<file path="config.mk">
export PLATFORM = sky130hd
export DESIGN_NAME = tick_timer
export DESIGN_NICKNAME = d
export VERILOG_FILES = /design/src/rtl/tick_pkg.sv /design/src/rtl/tick_prescaler.sv /design/src/rtl/tick_core.sv /design/src/rtl/tick_flags.sv /design/src/rtl/tick_timer.sv
export SDC_FILE = /design/constraint.sdc
export NUM_CORES = 1
export LEC_CHECK = 0
export ABC_AREA = 1
export BUFFER_PORTS_ARGS = -buffer_cell sky130_fd_sc_hd__buf_2
export CAP_MARGIN = 0
export CORE_ASPECT_RATIO = 1.75
export CORE_UTILIZATION = 41
export DETAILED_ROUTE_END_ITERATION = 8
export GPL_TIMING_DRIVEN = 0
export PLACE_DENSITY_LB_ADDON = 0.05
export SLEW_MARGIN = 20
export SYNTH_ARGS = -nofsm -noshare
export SYNTH_HDL_FRONTEND = slang
export SYNTH_HIERARCHICAL = 1
export SYNTH_SLANG_ARGS = --single-unit
</file>
<file path="constraint.sdc">
create_clock -name clk -period 1.8 [get_ports clk]
set_clock_uncertainty 0.05 [all_clocks]
set_input_delay 0.27 -clock clk [delete_from_list [all_inputs] [get_ports clk]]
set_output_delay 0.27 -clock clk [all_outputs]
set_load 0.005 [all_outputs]
</file>
<file path="src/rtl/tick_pkg.sv">
package tick_pkg;
   localparam int FLAG_OVF = 0;
   localparam int FLAG_CMP = 1;
   localparam int N_FLAGS  = 2;
   localparam int N_DIV    = 5;

   function automatic int div_shift(input int idx);
      case (idx)
         0:       return 0;
         1:       return 3;
         2:       return 6;
         3:       return 8;
         default: return 10;
      endcase
   endfunction
endpackage

</file>
<file path="src/rtl/tick_prescaler.sv">
module tick_prescaler #(
   parameter int SEL_W = 3,
   parameter int PRE_W = 10
) (
   input  logic             clk,
   input  logic             rst_n,
   input  logic [SEL_W-1:0] sel,
   output logic             tick
);
   localparam int NSRC = tick_pkg::N_DIV;

   if (PRE_W < tick_pkg::div_shift(NSRC - 1)) begin : g_bad_pre
      $error("tick_prescaler: PRE_W too small for largest ratio");
   end
   if ((1 << SEL_W) <= NSRC) begin : g_bad_sel
      $error("tick_prescaler: SEL_W cannot address all ratios");
   end

   logic [PRE_W-1:0] pre_q;
   logic [NSRC:0]    src;

   always_ff @(posedge clk or negedge rst_n) begin
      if (!rst_n) pre_q <= '0;
      else        pre_q <= pre_q + 1'b1;
   end

   assign src[0] = 1'b0;

   for (genvar i = 0; i < NSRC; i++) begin : g_src
      localparam int SH = tick_pkg::div_shift(i);
      if (SH == 0) begin : g_full
         assign src[i+1] = 1'b1;
      end else begin : g_div
         assign src[i+1] = &pre_q[SH-1:0];
      end
   end

   always_comb begin
      tick = 1'b0;
      for (int k = 0; k <= NSRC; k++) begin
         if (int'(sel) == k) tick = src[k];
      end
   end
endmodule

</file>
<file path="src/rtl/tick_core.sv">
module tick_core #(
   parameter int CNT_W = 8
) (
   input  logic             clk,
   input  logic             rst_n,
   input  logic             tick,
   input  logic             clr_mode,
   input  logic             wr_cnt,
   input  logic [CNT_W-1:0] wr_cnt_data,
   input  logic             wr_cmp,
   input  logic [CNT_W-1:0] wr_cmp_data,
   output logic [CNT_W-1:0] cnt_q,
   output logic             pulse_q,
   output logic             ovf_set,
   output logic             cmp_set
);
   localparam logic [CNT_W-1:0] CNT_MAX = '1;
   localparam logic [CNT_W-1:0] CNT_BOT = '0;

   if (CNT_W < 2) begin : g_bad_w
      $error("tick_core: CNT_W must be at least 2");
   end

   logic [CNT_W-1:0] cmp_q;
   logic [CNT_W-1:0] cnt_d;
   logic             blk_q;
   logic             eq;
   logic             live_tick;
   logic             hit;

   assign eq        = (cnt_q == cmp_q);
   assign live_tick = tick & ~wr_cnt;
   assign hit       = live_tick & ~blk_q & eq;
   assign ovf_set   = live_tick & (cnt_q == CNT_MAX);
   assign cmp_set   = hit;

   always_comb begin
      cnt_d = cnt_q;
      if (wr_cnt)          cnt_d = wr_cnt_data;
      else if (tick) begin
         if (hit && clr_mode) cnt_d = CNT_BOT;
         else                 cnt_d = cnt_q + 1'b1;
      end
   end

   always_ff @(posedge clk or negedge rst_n) begin
      if (!rst_n) begin
         cnt_q   <= CNT_BOT;
         cmp_q   <= CNT_BOT;
         blk_q   <= 1'b0;
         pulse_q <= 1'b0;
      end else begin
         cnt_q   <= cnt_d;
         pulse_q <= hit;
         if (wr_cmp) cmp_q <= wr_cmp_data;
         if (wr_cnt)    blk_q <= 1'b1;
         else if (tick) blk_q <= 1'b0;
      end
   end
endmodule

</file>
<file path="src/rtl/tick_flags.sv">
module tick_flags #(
   parameter int N = 2
) (
   input  logic         clk,
   input  logic         rst_n,
   input  logic [N-1:0] set,
   input  logic [N-1:0] clr,
   output logic [N-1:0] flag
);
   for (genvar i = 0; i < N; i++) begin : g_flag
      always_ff @(posedge clk or negedge rst_n) begin
         if (!rst_n)      flag[i] <= 1'b0;
         else if (set[i]) flag[i] <= 1'b1;
         else if (clr[i]) flag[i] <= 1'b0;
      end
   end
endmodule

</file>
<file path="src/rtl/tick_timer.sv">
module tick_timer #(
   parameter int CNT_W = 8,
   parameter int SEL_W = 3,
   parameter int PRE_W = 10
) (
   input  logic             clk,
   input  logic             rst_n,
   input  logic [SEL_W-1:0] presc_sel,
   input  logic             ctc_mode,
   input  logic             cnt_wr_en,
   input  logic [CNT_W-1:0] cnt_wr_data,
   input  logic             cmp_wr_en,
   input  logic [CNT_W-1:0] cmp_wr_data,
   input  logic [1:0]       flag_clr,
   output logic [CNT_W-1:0] count,
   output logic             ovf_flag,
   output logic             cmp_flag,
   output logic             match_pulse
);
   localparam int NF = tick_pkg::N_FLAGS;

   logic          tick;
   logic          ovf_set;
   logic          cmp_set;
   logic [NF-1:0] fl_set;
   logic [NF-1:0] fl_q;

   tick_prescaler #(.SEL_W(SEL_W), .PRE_W(PRE_W)) u_pre (
      .clk  (clk),
      .rst_n(rst_n),
      .sel  (presc_sel),
      .tick (tick)
   );

   tick_core #(.CNT_W(CNT_W)) u_core (
      .clk        (clk),
      .rst_n      (rst_n),
      .tick       (tick),
      .clr_mode   (ctc_mode),
      .wr_cnt     (cnt_wr_en),
      .wr_cnt_data(cnt_wr_data),
      .wr_cmp     (cmp_wr_en),
      .wr_cmp_data(cmp_wr_data),
      .cnt_q      (count),
      .pulse_q    (match_pulse),
      .ovf_set    (ovf_set),
      .cmp_set    (cmp_set)
   );

   always_comb begin
      fl_set = '0;
      fl_set[tick_pkg::FLAG_OVF] = ovf_set;
      fl_set[tick_pkg::FLAG_CMP] = cmp_set;
   end

   tick_flags #(.N(NF)) u_flags (
      .clk  (clk),
      .rst_n(rst_n),
      .set  (fl_set),
      .clr  (flag_clr),
      .flag (fl_q)
   );

   assign ovf_flag = fl_q[tick_pkg::FLAG_OVF];
   assign cmp_flag = fl_q[tick_pkg::FLAG_CMP];
endmodule

</file>
## Yosys cells after proc, flatten, opt, wreduce, memory -nomap -nowiden

Index checks and enable logic that the tools add are counted.

- Flip-flop bits (word level): 30
- Output and inout bits: 11
- Word-level logic and storage cells: 44

- $add $sub $neg: 2
- Equality and inequality tests: 7
- Muxes and demuxes: 14
- Bitwise logic cells: 6
- Reduce and logical (&&, ||, !) cells: 8

Operators by type and width:

| operator | count |
|---|---|
| $mux W8 | 3 |
| $eq A3 B3 Y1 const B | 4 |
| $mux W1 | 11 |
| $add A10 B1 Y10 const B | 1 |
| $reduce_and A10 Y1 | 1 |
| $add A8 B1 Y8 const B | 1 |
| $eq A8 B8 Y1 | 1 |
| $eq A8 B8 Y1 const B | 1 |
| $reduce_and A8 Y1 | 1 |
| $reduce_and A6 Y1 | 1 |
| $reduce_bool A2 Y1 | 3 |
| $and A1 B1 Y1 | 4 |
| $eq A3 B2 Y1 const B | 1 |
| $reduce_and A3 Y1 | 1 |
| $not A1 Y1 | 2 |
| $logic_and A1 B1 Y1 | 1 |

## Depth between registers and ports, before layout

- Word-level depth: 13
- Depth in mapped cells: 14

## Hierarchy

The synthesis kept the hierarchy.

Modules (own cells, without submodules):

| module | instances | cells each | area each (µm²) | seq. area each (µm²) |
|---|---|---|---|---|
| tick_core | 1 | 133 | 1046.0 | 450.4 |
| tick_prescaler | 1 | 65 | 546.8 | 250.2 |
| tick_flags | 1 | 10 | 80.1 | 50.0 |

## Least setup slack after synthesis

Ideal clock, no wire load.

- Path type: register to register
- Start: reg u_pre.pre_q[0]
- End: reg u_core.cnt_q[0]
- Setup time: 121 ps
- Data arrival time: 1612 ps
- Required time: 1629 ps
- Setup slack: 16 ps
- Stages on the path, launching flop included: 15
- Buffers on the path: 0
- Clock period less this slack: 1784 ps
- Cells stage by stage: dfrtp_1 ha_1 inv_1 nor2_4 nand2_4 nor2_4 nand2_1 nand3_1 nand3_1 nor2_1 nand2_1 nor2_4 nand3_4 nand3_1 nand2_1

- Cells in the longest elaborated chain, start to end: 12
- Elaborated cells on any way between the ends: 16

Ends and longest elaborated chain:

| item | RTL line | text |
|---|---|---|
| start: declaration | tick_prescaler.sv:19 | `logic [PRE_W-1:0] pre_q;` |
| start signal: assignment | tick_prescaler.sv:24 | `else pre_q <= pre_q + 1'b1;` |
| $reduce_and A3 Y1 | tick_prescaler.sv:34 | `assign src[i+1] = &pre_q[SH-1:0];` |
| $mux W1 (3 in a row) | tick_prescaler.sv:41 | `if (int'(sel) == k) tick = src[k];` |
| $mux W1 * | tick_prescaler.sv:41 |  |
| via tick | tick_timer.sv:22 | `logic tick;` |
| $and A1 B1 Y1 | tick_core.sv:32 | `assign live_tick = tick & ~wr_cnt;` |
| $and A1 B1 Y1 (2 in a row) | tick_core.sv:33 | `assign hit = live_tick & ~blk_q & eq;` |
| $logic_and A1 B1 Y1 | tick_core.sv:41 | `if (hit && clr_mode) cnt_d = CNT_BOT;` |
| $mux W8 | tick_core.sv:41 |  |
| $mux W8 | tick_core.sv:40 | `else if (tick) begin` |
| $mux W8 | tick_core.sv:39 | `if (wr_cnt) cnt_d = wr_cnt_data;` |
| end signal: assignment | tick_core.sv:53 | `cnt_q <= cnt_d;` |
| end: declaration | tick_core.sv:12 | `output logic [CNT_W-1:0] cnt_q,` |

The timed path passes the listed nets; every way through them passes the cells marked *. The select of a mux whose other input is x is not followed.
A chain may end at the register's enable or synchronous reset.

## Worst setup path in the final report

- Start: reg u_pre.pre_q[1]
- End: reg u_core.cnt_q[3]

The elaborated chain is that of the path after synthesis.

==> results.md <==
- Outcome: complete, but fails checks
- Failing checks: hold timing, setup timing
- P_sw: around 0.44 mW
- Top post-synthesis cells by count: nand2_1 (59), inv_1 (33), dfrtp_1 (30), nand3_1 (18)
- Via density per instance: roughly 4.7
- Leakage: 1.136 nW
- Most common cell in the synthesized netlist: nand2_1
- Initial antenna violation count: 0
- FILL cells: 409
- CTS Root Cell: clkbuf_8
- Core area: 0.003904 sq mm
- Synth area leader: dfrtp_1
- RSZ-0062 raised after global routing: true
- Crit path buf inv count: 2
- Pre-CTS WS: -0.2727 ns
- R2R Path End: u_core/cnt_q[3]$_DFFE_PN0P_
- DRT iter0 DRCs: 9
- Fmax: slightly above 500 MHz
- Buffers on Ports: 35
- Via count: about 1500
- Hold slack: -0.03575 ns
- Setup TNS: -1.464 ns
- R2R setup slack: -0.18 ns
- Final core utilization: 0.5561
- Flop pwr share: 0.453
- Antenna Diode Count: 0
- Smallest setup slack after layout: -0.1835 ns
- Worst EP required: 1.92 ns
- Period utilisation layout: 1.102
- Synth Area in Compound Gates: 0.05984
- Congestion Overflow GR: 0
- Width of the die: 50.29 um
- Gate power share: 0.148
- Ys async rst share: 1.000
- Number of max-cap violations: 0
- Crit start category: register
- FF-to-FF path depth: 11
- Max-slew violations: 0
- DP Cell Count: 291
- GP Congestion: 0.7800
- Main combinational cell family by area after synthesis: simple AND/OR/NAND/NOR gates
- Hold/Removal Path Class: in -> async
- Placement Rows: 30
- Synth Register Bits: 30
- Synth Net Count: around 240
- Total Routing Usage GR: 0.1901
- Detailed placement HPWL: 2.707 mm
- Int Power: 1.222 mW
- Hold Violations, Final: 30
- Layout area overhead: 29.77%
- CTS tree: built
- Mapped Area: 0.001673 sq mm
- Starting density of the core: 0.4285
- Main flop type after synthesis: dfrtp_1
- # hold bufs at CTS: 0
- Cts bufs inserted: 5
- Post-Synth XOR/XNOR Area: 0.05236
- Syn. warnings: 6
- Worst R2R Start: u_pre/pre_q[1]$_DFF_PN0_
- Clk buf depth: 2
- Critical path's slowest cell: dfrtp_1
- Clock Sinks: 30
- Post-Synth Adder-Cell Area: 0.02244
- H-tree levels: 2
- Yosys cell types: 27
- Post-synth EDFFs: 0
- Mux cell area share after synthesis: 0.006731
- IO Pins: 37
- Sw frac: 0.2652
- CP endpoint kind: register
- Max incr delay on CP: 0.38 ns
- Antenna viol nets, final: 0
- Setup Viol. Count Final: 10
- Post-synth top area share: 0.4488
- TritonRoute pass-1 iters: 4
- Layout Nets: 287
- Routed Wire Length: roughly 3.7 mm
- First-pass GRT wire length: 6.106 mm
- Clock power frac: 0.399
- Number of global-route vias before repair: 1420
- Syn Inst Count: 208
- Max IR drop VDD: between 0.6 and 0.7 mV
- Avg Cell Area, Syn: 8.043 sq um
- Share of cells above drive strength 1: 0.3475
- Wire length per cell: 11.89 um
- Worst path most repeated cell: nand2_1
- Crit path max fanout: 8
- Chip height: 86.50 um
- Synth area leaders: dfrtp_1 (45%), nand2_1 (13%), inv_1 (7.4%)
- Sequential share of the synthesized area: 0.4488
- Final Critical Period: 1.984 ns
- Family with the most delay on the worst path: simple AND/OR/NAND/NOR gates
- Clk_lat worst skew: between 0.2 and 0.3 ns
- Largest net degree at the start of global routing: 31
- CP arrival: 2.10 ns
- Clk slew on worst S/H paths: 0.06 ns
- Finished Layout Cells: 307
- Critical path, cell by cell: ha_2, ha_1, nand4_1, nand2_1, nor2_2, nand3_4, buf_6, nand2_2, clkinvlp_4, nand3_2, nand2_1
- Crit Path Class: reg -> reg
- Power per cell area: 765.9 mW/mm^2
- Die area: 0.004350 sq mm
- Worst Tran Pin Value: 0.6580 ns
- Synth Area in Simple Gates: 0.3089
- Slew margin rel.: 0.5613
- Drt drc: 0
[power groups by stage]
stage / logic, mW / clock network (mW) / registers [mW]
floorplan: 0.144 / 0 / 0.758
global placement: 0.229 / 0 / 0.766
detailed placement: 0.231 / 0 / 0.766
CTS: 0.243 / 0.684 / 0.754
global route: 0.278 / 0.717 / 0.759
finish: 0.245 / 0.664 / 0.753
[stage by stage]
step                instance area [sq um]  power [mW]
detailed placement                   1908      0.9973
global route                         2171       1.755
floorplan                            1673      0.9017
global placement                     1908      0.9951
CTS                                  2117       1.682
finish                               2171       1.663
[worst max-delay path by stage]
stage                                             end  slack [ns]  cells after the start                startpoint
after floorplan           u_core/cnt_q[0]$_DFFE_PN0P_        0.02                     14  u_pre/pre_q[0]$_DFF_PN0_
after global placement    u_core/cnt_q[0]$_DFFE_PN0P_       -0.28                     14  u_pre/pre_q[0]$_DFF_PN0_
after detailed placement  u_core/cnt_q[0]$_DFFE_PN0P_       -0.27                     14  u_pre/pre_q[0]$_DFF_PN0_
after CTS                 u_core/cnt_q[3]$_DFFE_PN0P_       -0.17                     14  u_pre/pre_q[0]$_DFF_PN0_
after global routing      u_core/cnt_q[3]$_DFFE_PN0P_       -0.30                     14  u_pre/pre_q[0]$_DFF_PN0_
final                     u_core/cnt_q[3]$_DFFE_PN0P_       -0.18                     11  u_pre/pre_q[1]$_DFF_PN0_
[metal layers]
| metal | GRT usage | part of all wire | up-vias |
|---|---|---|---|
| met5 | 0 | 0 | - |
| met4 | 0.07013 | 0.018 | 0 |
| met3 | 0.04561 | 0.034 | 7 |
| met2 | 0.3794 | 0.57 | 25 |
| met1 | 0.1758 | 0.38 | 675 |
| li1 | - | - | 751 |
[state kept, by name, indices dropped and copies added, names as in the netlist]
| signal | cells |
|---|---|
| u_core/pulse_q | 1 |
| u_core/blk_q | 1 |
| u_pre/pre_q | 10 |
| u_core/cnt_q | 8 |
| u_flags/flag | 2 |
| u_core/cmp_q | 8 |
[cells in the final DEF, fill, tap and decap left out, types with 9 or more instances in the layout]
cell     instances
nand2_1         56
buf_2           35
inv_1           31
dfrtp_1         30
xor2_1          10
nand3_2          9
[timing repair]
| item | 4_1_cts | 5_1_grt |
|---|---|---|
| pin swaps | 11 | 12 |
| setup buffers | 6 | 2 |
| setup endpoints to repair | 10 | 11 |
| gates resized for setup | 13 | 10 |
[cell type report]
type / instances / area, sq um / share of cell area
plain buffers: 3 / 22.52 / 0.01037
clock buffers: 5 / 68.82 / 0.03170
clock inverters: 3 / 40.04 / 0.01844
inverters: 39 / 150.1 / 0.06916
multi-input cells: 136 / 839.6 / 0.3867
flip-flops and latches: 30 / 750.7 / 0.3458
well taps: 48 / 60.06 / 0.02767
repair buffers: 43 / 239.0 / 0.1101
[kinds of logic after synthesis]
group | Yosys count
mux | 1
compound gates | 16
fa+ha+maj | 3
simple gates | 106
buf+inv | 42
flops | 30
xor+xnor | 10
No activity file was read; power rests on OpenSTA's default activity.
